### src/rtl/intr_gather_pkg.sv
package intr_gather_pkg;
  localparam logic [2:0] A_EN    = 3'd0;
  localparam logic [2:0] A_STAT  = 3'd1;
  localparam logic [2:0] A_LIMA  = 3'd2;
  localparam logic [2:0] A_LIMB  = 3'd3;
  localparam logic [2:0] A_LSTAT = 3'd4;

  localparam int SRC_WD   = 0;
  localparam int SRC_PTR  = 1;
  localparam int SRC_FIFO = 2;
  localparam int SRC_EXT0 = 3;
endpackage

### src/rtl/pend_reg.sv
module pend_reg #(
  parameter int W = 8
) (
  input  logic         clk_i,
  input  logic         rst_ni,
  input  logic [W-1:0] set_i,
  input  logic         clr_i,
  output logic [W-1:0] q_o
);
  for (genvar i = 0; i < W; i++) begin : g_bit
    always_ff @(posedge clk_i or negedge rst_ni) begin
      if (!rst_ni) q_o[i] <= 1'b0;
      else         q_o[i] <= (q_o[i] & ~clr_i) | set_i[i];
    end

    AST_SET_KEPT: assert property (@(posedge clk_i) disable iff (!rst_ni)
      set_i[i] |=> q_o[i]);
  end

  AST_CLR_EMPTY: assert property (@(posedge clk_i) disable iff (!rst_ni)
    (clr_i && set_i == '0) |=> q_o == '0);
endmodule

### src/rtl/wd_compare.sv
module wd_compare #(
  parameter int LIM_W = 12
) (
  input  logic             clk_i,
  input  logic             rst_ni,
  input  logic             valid_i,
  input  logic             sel_i,
  input  logic [LIM_W-1:0] sample_i,
  input  logic [LIM_W:0]   lim_a_i,
  input  logic [LIM_W:0]   lim_b_i,
  output logic             trip_o
);
  logic [LIM_W:0] lim;
  logic           above, below;

  always_comb begin
    lim    = sel_i ? lim_b_i : lim_a_i;
    above  = sample_i > lim[LIM_W-1:0];
    below  = sample_i < lim[LIM_W-1:0];
    // bit LIM_W is the sense: 1 trips above, 0 trips below
    trip_o = valid_i && (lim[LIM_W] ? above : below);
  end

  AST_EQ_NO_TRIP: assert property (@(posedge clk_i) disable iff (!rst_ni)
    (valid_i && !sel_i && sample_i == lim_a_i[LIM_W-1:0]) |-> !trip_o);
  AST_IDLE_NO_TRIP: assert property (@(posedge clk_i) disable iff (!rst_ni)
    !valid_i |-> !trip_o);
endmodule

### src/rtl/evt_detect.sv
module evt_detect #(
  parameter int PTR_W = 3,
  parameter int CNT_W = 5
) (
  input  logic             clk_i,
  input  logic             rst_ni,
  input  logic             instr_start_i,
  input  logic [PTR_W-1:0] instr_ptr_i,
  input  logic [PTR_W-1:0] ptr_match_i,
  input  logic [CNT_W-1:0] fifo_cnt_i,
  input  logic [CNT_W-1:0] fifo_thr_i,
  output logic             ptr_hit_o,
  output logic             fifo_hit_o
);
  logic eq, eq_q;

  assign eq         = fifo_cnt_i == fifo_thr_i;
  assign fifo_hit_o = eq & ~eq_q;
  assign ptr_hit_o  = instr_start_i && (instr_ptr_i == ptr_match_i);

  // start as "already equal" so a count of 0 at reset does not fire
  always_ff @(posedge clk_i or negedge rst_ni) begin
    if (!rst_ni) eq_q <= 1'b1;
    else         eq_q <= eq;
  end

  AST_FIFO_ONCE: assert property (@(posedge clk_i) disable iff (!rst_ni)
    fifo_hit_o |=> !fifo_hit_o);
  AST_PTR_NEEDS_START: assert property (@(posedge clk_i) disable iff (!rst_ni)
    ptr_hit_o |-> instr_start_i);
endmodule

### src/rtl/intr_gather.sv
module intr_gather
  import intr_gather_pkg::*;
#(
  parameter int N_SRC  = 8,
  parameter int PTR_W  = 3,
  parameter int CNT_W  = 5,
  parameter int LIM_W  = 12,
  parameter int DATA_W = 16
) (
  input  logic              clk_i,
  input  logic              rst_ni,
  input  logic              wr_i,
  input  logic              rd_i,
  input  logic [2:0]        addr_i,
  input  logic [DATA_W-1:0] wdata_i,
  output logic [DATA_W-1:0] rdata_o,
  input  logic [N_SRC-4:0]  ext_evt_i,
  input  logic              instr_start_i,
  input  logic [PTR_W-1:0]  instr_ptr_i,
  input  logic [CNT_W-1:0]  fifo_cnt_i,
  input  logic              wd_valid_i,
  input  logic              wd_sel_i,
  input  logic [LIM_W-1:0]  wd_sample_i,
  output logic              irq_o
);
  localparam int PTR_LSB = N_SRC;
  localparam int THR_LSB = N_SRC + PTR_W;
  localparam int EN_W    = THR_LSB + CNT_W;

  logic [EN_W-1:0]  en_q;
  logic [LIM_W:0]   lim_a_q, lim_b_q;
  logic [N_SRC-1:0] new_evt, pend_q;
  logic [1:0]       lhit_set, lhit_q;
  logic [PTR_W-1:0] lptr_q;
  logic             trip, ptr_hit, fifo_hit;
  logic             stat_clr, lstat_clr;

  assign stat_clr  = rd_i && addr_i == A_STAT;
  assign lstat_clr = rd_i && addr_i == A_LSTAT;

  always_ff @(posedge clk_i or negedge rst_ni) begin
    if (!rst_ni) begin
      en_q    <= '0;
      lim_a_q <= '0;
      lim_b_q <= '0;
    end else if (wr_i) begin
      if (addr_i == A_EN)   en_q    <= wdata_i[EN_W-1:0];
      if (addr_i == A_LIMA) lim_a_q <= wdata_i[LIM_W:0];
      if (addr_i == A_LIMB) lim_b_q <= wdata_i[LIM_W:0];
    end
  end

  wd_compare #(.LIM_W(LIM_W)) u_wd (
    .clk_i, .rst_ni,
    .valid_i(wd_valid_i), .sel_i(wd_sel_i), .sample_i(wd_sample_i),
    .lim_a_i(lim_a_q), .lim_b_i(lim_b_q), .trip_o(trip)
  );

  evt_detect #(.PTR_W(PTR_W), .CNT_W(CNT_W)) u_evt (
    .clk_i, .rst_ni,
    .instr_start_i, .instr_ptr_i,
    .ptr_match_i(en_q[PTR_LSB +: PTR_W]),
    .fifo_cnt_i, .fifo_thr_i(en_q[THR_LSB +: CNT_W]),
    .ptr_hit_o(ptr_hit), .fifo_hit_o(fifo_hit)
  );

  always_comb begin
    new_evt                 = '0;
    new_evt[SRC_WD]         = trip;
    new_evt[SRC_PTR]        = ptr_hit;
    new_evt[SRC_FIFO]       = fifo_hit;
    new_evt[N_SRC-1:SRC_EXT0] = ext_evt_i;
  end

  pend_reg #(.W(N_SRC)) u_pend (
    .clk_i, .rst_ni, .set_i(new_evt), .clr_i(stat_clr), .q_o(pend_q)
  );

  assign lhit_set = {trip & wd_sel_i, trip & ~wd_sel_i};

  pend_reg #(.W(2)) u_lhit (
    .clk_i, .rst_ni, .set_i(lhit_set), .clr_i(lstat_clr), .q_o(lhit_q)
  );

  always_ff @(posedge clk_i or negedge rst_ni) begin
    if (!rst_ni)        lptr_q <= '0;
    else if (trip)      lptr_q <= instr_ptr_i;
    else if (lstat_clr) lptr_q <= '0;
  end

  assign irq_o = |(pend_q & en_q[N_SRC-1:0]);

  always_comb begin
    rdata_o = '0;
    case (addr_i)
      A_EN:    rdata_o[EN_W-1:0]  = en_q;
      A_STAT:  rdata_o[N_SRC-1:0] = pend_q;
      A_LIMA:  rdata_o[LIM_W:0]   = lim_a_q;
      A_LIMB:  rdata_o[LIM_W:0]   = lim_b_q;
      A_LSTAT: begin
        rdata_o[1:0]       = lhit_q;
        rdata_o[2 +: PTR_W] = lptr_q;
      end
      default: rdata_o = '0;
    endcase
  end

  AST_IRQ_DROPS_ON_CLR: assert property (@(posedge clk_i) disable iff (!rst_ni)
    (stat_clr && new_evt == '0) |=> !irq_o);
  AST_TRIP_LOGGED: assert property (@(posedge clk_i) disable iff (!rst_ni)
    trip |=> (lhit_q[$past(wd_sel_i)] && lptr_q == $past(instr_ptr_i)));
  AST_TRIP_PENDS: assert property (@(posedge clk_i) disable iff (!rst_ni)
    trip |=> pend_q[SRC_WD]);
  AST_IRQ_NEEDS_PEND: assert property (@(posedge clk_i) disable iff (!rst_ni)
    (en_q[N_SRC-1:0] == '0) |-> !irq_o);
endmodule

### config.mk
export PLATFORM = sky130hd
export DESIGN_NAME = intr_gather
export DESIGN_NICKNAME = d
export VERILOG_FILES = /design/src/rtl/intr_gather_pkg.sv /design/src/rtl/pend_reg.sv /design/src/rtl/wd_compare.sv /design/src/rtl/evt_detect.sv /design/src/rtl/intr_gather.sv
export SDC_FILE = /design/constraint.sdc
export NUM_CORES = 1
export LEC_CHECK = 0
export ABC_AREA = 1
export CAP_MARGIN = 20
export CORE_ASPECT_RATIO = 2
export CORE_UTILIZATION = 40
export DETAILED_ROUTE_END_ITERATION = 8
export DONT_BUFFER_PORTS = 1
export HOLD_SLACK_MARGIN = 0.15
export PLACE_DENSITY = 0.64
export SKIP_LAST_GASP = 1
export SYNTH_ARGS = -nofsm -noshare
export SYNTH_HDL_FRONTEND = slang
export SYNTH_SLANG_ARGS = --single-unit
### constraint.sdc
create_clock -name clk_i -period 1.9 [get_ports clk_i]
set_clock_uncertainty 0.1 [all_clocks]
set_input_delay 0.095 -clock clk_i [delete_from_list [all_inputs] [get_ports clk_i]]
set_output_delay 0.095 -clock clk_i [all_outputs]
set_load 0.005 [all_outputs]
==> results of run 1 <==
[synthesized netlist by cell type, types with 2 or more instances]
library cell,count
ha_1,12
nand3_1,9
a221oi_2,2
nor2_4,2
nor2_1,10
nand2_4,3
o211ai_1,5
inv_2,4
xnor2_1,4
o221ai_1,4
o22ai_2,2
nand4_1,4
o21ai_1,35
a21oi_1,10
buf_2,6
nand2_2,5
o21ai_0,16
o21ai_2,3
xor2_1,3
mux2i_1,5
o22ai_1,2
nand2_1,97
inv_1,55
dfrtp_1,55
o21bai_1,5
buf_4,3
a22oi_1,4
[where the power goes]
part | leakage [nW] | internal, mW | switching, mW
registers | 0.671 | 1.42 | 0.172
logic | 1.25 | 0.461 | 0.506
clock network | 0.0679 | 0.489 | 0.417
total | 1.99 | 2.37 | 1.10
[what timing repair did]
item	in CTS	in global routing
resized for setup	13	8
setup buffers	2	4
setup endpoints to repair	6	6
hold buffers	44	0
hold endpoints to repair	112	0
pin swaps	15	6
[per-stage QoR]
| step | setup WS [ns] | cells | power (mW) | hold WS, ns | util, % |
|---|---|---|---|---|---|
| after floorplan | 0.0219 | 375 | 2.14 | -0.301 | - |
| after detailed placement | -0.124 | 475 | 2.40 | -0.299 | 43.5 |
| final | -0.0718 | 533 | 3.47 | 0.198 | 52.8 |
| after global routing | -0.216 | 533 | 3.68 | 0.217 | 52.8 |
| after global placement | -0.0594 | 475 | 2.36 | -0.299 | 43.5 |
| after CTS | -0.0710 | 528 | 3.45 | 0.175 | 52.0 |
[worst max-delay path, delay by kind of cell, from the launching register on]
| kind | cells | cell delay, ns |
|---|---|---|
| AOI/OAI and AO/OA | 2 | 0.27 |
| adders and majority gates | 1 | 0.26 |
| buffers and inverters | 1 | 0.07 |
| DFF | 1 | 0.39 |
| and+or+nand+nor | 10 | 0.78 |
[sequential cells by signal, indices dropped and copies added, names as in the netlist]
name and cells:
lim_a_q 13, u_evt.eq_q 1, u_pend.q_o 8, u_lhit.q_o 2, lptr_q 3, en_q 16
lim_b_q 13
[path summary, 6_finish.rpt]
| kind | cells after the start | endpoint |
|---|---|---|
| max in group asynchronous | 2 | u_evt.eq_q |
| min reg2reg | 2 | en_q[6] |
| max reg2reg | 14 | lptr_q[1] |
| min | 5 | lptr_q[1] |
| max | 14 | lptr_q[1] |
| min in group asynchronous | 2 | en_q[3] |
[final cells by class]
class / count / area, sq um
multi-input combinational: 248 / 1470
tap: 94 / 118
fill: 736 / 3560
clock buffer: 7 / 133
antenna: 1 / 2.50
inverter: 60 / 228
clock inverter: 1 / 5.00
timing repair buffer: 66 / 627
sequential: 56 / 1400
[metal layers]
metal | routed length [um] | GRT usage (%)
met1 | 3360 | 26.0
met2 | 4690 | 39.8
met3 | 413 | 4.32
met4 | 377 | 12.7
met5 | 0 | 0
[kinds of logic (layout without fill, tap and decap cells)]
| group | count (synthesis) | count (layout) | synth area share, % |
|---|---|---|---|
| fa+ha+maj | 12 | 12 | 4.83 |
| xor+xnor | 7 | 7 | 1.97 |
| other cells | 0 | 1 | 0 |
| flops | 56 | 56 | 45.1 |
| compound gates | 91 | 91 | 18.2 |
| buf+inv | 71 | 134 | 9.50 |
| simple gates | 133 | 133 | 18.8 |
| mux | 5 | 5 | 1.61 |
==> impl_metrics.ini, run 1 <==
[final_layout]
mostFrequentLayoutCells = nand2_1, dfrtp_1, inv_1
layout.nets = 500
layout_commonest_cell = nand2_1
layout-drive-gt1-share_pct = 15.5
fin_area_sq_um = 3980
areaGrowthSynthToFinish_pct = 28.2

[place]
dpl.hpwl_mm = 6.25
place.gp.congestion = 0.827
placed_area_sq_um = 3280
portBuffers = 0

[cts]
cts_buffers = 5
cts_sinks = 56
cts_buffer_depth = 2
htreeDepth = 2
path_clk_slew_ns = 0.07
root_buffer = clkbuf_16
cts_tree = built
clk_latency_ns = 0.30

[timing]
period_needed_ns = 1.97
rsz0062_at_grt = true
hold_viol_final = 0
max_freq_mhz = 507
finalSetupTns_ns = -0.152
post-route-period-util_pct = 104
setup_viol_count_final = 3
tightest_slew_ns = 0.618
slew_headroom_pct = 58.7
fin_ws_ns = -0.0718
maxSlewViolCount = 0

[global_routing]
grt_max_degree = 57
grt_util_all_layers_pct = 23.0
gr-total-overflow = 0
grt_pass1_vias = 2777
grt_pass1_wl_mm = 14.0
antenna_found_initial = 1

[setup_path]
slowest_stage = dfrtp_1
cp_data_required_time_ns = 1.98
critPathMaxFanout = 6
crit_chain = inv_2, nand2_1, o21ai_1, ha_1, nand2_1, nand2_1, nand2_1, nand2_2, nand2_2, nand3_2, a21oi_4, nand2_4, nand3_1, nand2_1
end_kind = flop
cpMostUsedCell = nand2_1
timing.rr.start = lim_b_q[1]
cpPeakStageDelay_ns = 0.39
critPathLaunchType = flop
path_class = reg2reg
cp-startpoint = lim_b_q[1]
r2r_slack_ns = -0.07
crit_arrival_ns = 2.05

[min_path]
hold_start = wd_sel_i
hold_path.class = in2reg

[routing]
vias_per_cell = 5.16
first_pass_iters = 4
drt_wl_total_mm = 8.84
wl_per_cell_um = 16.6
vias = 2752
drc = 0
drt_iter0_drc = 83
drtAntennaViolNets = 0

[floorplanning]
initial_core_util_pct = 41.2
fp.dieH_um = 127
coreArea_sq_um = 7540
pin_count = 68
rows = 45
fp.dieW_um = 64.3
dieArea_sq_um = 8140

[run_status]
status = finished with violations
violations = setup timing

[yosys]
netlist.area_leader.share_pct = 44.3
syn_area_sq_um = 3110
synth_area_leaders = dfrtp_1, nand2_1, inv_1, o21ai_1, ha_1
synthArstFlopShare_pct = 100
synthFlopType = dfrtp_1
ys_types = 37
ys_seq_area_share_pct = 45.1
synth_enable_flop_cells = 0
yosys_register_bits = 56
post_synth.cell_area_avg_sq_um = 8.28
yosysWarnings = 0
syn-num-nets = 438
syn_inst = 375
synth_top_cell_by_area = dfrtp_1

[run]
timing.max_cap.violations = 0

[pwr]
power_leakage_nw = 1.99
peakVddDrop_mv = 0.595
p_per_area_nw_per_um2 = 871
Note: power is estimated with default switching activity, not from simulation.
==> inputs of run 2 (changes only) <==
--- a/config.mk
+++ b/config.mk
@@ -7,7 +7,7 @@
 export LEC_CHECK = 0
 export ABC_AREA = 1
 export CAP_MARGIN = 20
-export CORE_ASPECT_RATIO = 2
+export CORE_ASPECT_RATIO = 1.2
 export CORE_UTILIZATION = 40
 export DETAILED_ROUTE_END_ITERATION = 8
 export DONT_BUFFER_PORTS = 1
==> impl_metrics.ini, run 2 (synthesis results as in run 1) <==
[final_layout]
largest_register = en_q
layout-drive-gt1-share_pct = 20.0
largest_reg_flops = 16
diodes = 0
layout_commonest_cell = nand2_1
stdcell_count = 534
areaGrowthSynthToFinish_pct = 30.9
mostFrequentLayoutCells = nand2_1, dfrtp_1, inv_1
layout.nets = 506
reg_top3 = en_q: 16 flops, lim_a_q: 13 flops, lim_b_q: 13 flops

[pwr]
p_comb_share_pct = 32.1
sequentialPowerShare_pct = 47.6
p_int_mw = 2.24
p_per_area_nw_per_um2 = 821
clkPwrFrac_pct = 20.3
peakVddDrop_mv = 0.507
p_switching_mw = 1.10
swShare_pct = 32.9
power_leakage_nw = 2.02

[cts]
cts_sinks = 56
path_clk_slew_ns = 0.10
cts_tree = built
root_buffer = clkbuf_8
htreeDepth = 2
clk_latency_ns = 0.31
cts_buffer_depth = 2
cts_buffers = 5

[timing]
tightest_slew_ns = 0.658
period_needed_ns = 1.98
fin_ws_ns = -0.0847
hold_viol_final = 0
rsz0062_at_grt = true
maxSlewViolCount = 0
slew_headroom_pct = 55.7
max_freq_mhz = 504
setup_viol_count_final = 6
post-route-period-util_pct = 104

[floorplanning]
fp.dieW_um = 82.5
fp.dieH_um = 98.5
initial_core_util_pct = 42.0
coreArea_sq_um = 7400
pin_count = 68
rows = 34
dieArea_sq_um = 8120

[global_routing]
grt_max_degree = 57
grt_pass1_wl_mm = 13.1
grt_util_all_layers_pct = 21.7
grt_pass1_vias = 2716
gr-total-overflow = 0
antenna_found_initial = 0

[run]
timing.max_cap.violations = 0

[setup_path]
crit_arrival_ns = 2.13
path_class = reg2reg
critPathLaunchType = flop
critPathMaxFanout = 3
cp_data_required_time_ns = 2.05
end_kind = flop

[place]
dp_slack_ns = -0.103
place_inst = 477
dpl.hpwl_mm = 5.84
portBuffers = 0
place.gp.congestion = 0.804

[routing]
drc = 0
drt_wl_total_mm = 8.56
drtAntennaViolNets = 0
drt_iter0_drc = 173
first_pass_iters = 4
vias_per_cell = 5.16
wl_per_cell_um = 16.0
vias = 2757

[run_status]
status = finished with violations
violations = setup timing

[min_path]
hold_path.class = in2async
-- run 2: worst paths after layout --
| kind | startpoint | endpoint | slack, ns | depth (start not counted) |
|---|---|---|---|---|
| min | rst_ni | u_pend.q_o[3] | 0.20 | 2 |
| max reg2reg | lim_b_q[3] | lptr_q[2] | -0.08 | 12 |
| min reg2reg | u_lhit.q_o[1] | u_lhit.q_o[1] | 0.40 | 2 |
| max | lim_b_q[3] | lptr_q[2] | -0.08 | 12 |
| min in group clk_i | addr_i[2] | u_lhit.q_o[0] | 0.20 | 5 |
| max in group asynchronous | rst_ni | u_evt.eq_q | 1.22 | 2 |
-- run 2: area by class of cell --
cell class | instances | area [sq um]
Fill cell | 678 | 3330
Multi-Input combinational cell | 248 | 1550
Sequential cell | 56 | 1400
Timing Repair Buffer | 72 | 678
Inverter | 60 | 228
Tap cell | 90 | 113
Clock buffer | 6 | 82.6
Clock inverter | 2 | 10.0
-- run 2: per-layer routing --
| layer | global-route usage, % | share of wire (%) | vias up |
|---|---|---|---|
| li1 | - | - | 1364 |
| met1 | 25.1 | 39 | 1291 |
| met2 | 38.1 | 53 | 80 |
| met3 | 4.26 | 3.9 | 22 |
| met4 | 8.91 | 3.1 | 0 |
| met5 | 0 | 0 | - |
-- run 2: power groups by stage --
stage | clock (mW) | sequential (mW) | combinational (mW)
2_1_floorplan | 0 | 1.56 | 0.573
3_3_place_gp | 0 | 1.59 | 0.806
3_5_place_dp | 0 | 1.60 | 0.829
4_1_cts | 0.690 | 1.58 | 0.986
5_1_grt | 0.732 | 1.62 | 1.21
6_report | 0.679 | 1.59 | 1.07
-- run 2: timing repair --
item,in CTS,in global routing
setup endpoints to repair,6,7
pin swaps,5,16
gates resized for setup,13,29
hold buffers,44,1
setup buffers,1,5
endpoints found under the hold margin,112,1
-- run 2: critical path, stage by stage, from the launching register on --
cell and delay, ns:
dfrtp_1 0.39, inv_1 0.07, nand2_1 0.05, o21ai_1 0.09
ha_1 0.28, a21oi_2 0.15, nand2_1 0.09, nand2_2 0.10
nand3_4 0.10, a21oi_4 0.19, buf_6 0.14, nand3_1 0.09
nand2_1 0.08
-- run 2: metrics by stage --
step                hold WS (ns)  util (%)  setup TNS (ns)  area [sq um]  total power [mW]
finish                     0.196      55.0          -0.246          4070              3.34
CTS                       -0.240      53.1          -0.150          3930              3.25
floorplan                 -0.301         -               0          3110              2.14
global placement          -0.299      44.9          -0.214          3320              2.40
detailed placement        -0.298      44.9          -0.394          3320              2.42
global route               0.218      55.0          -0.889          4070              3.55
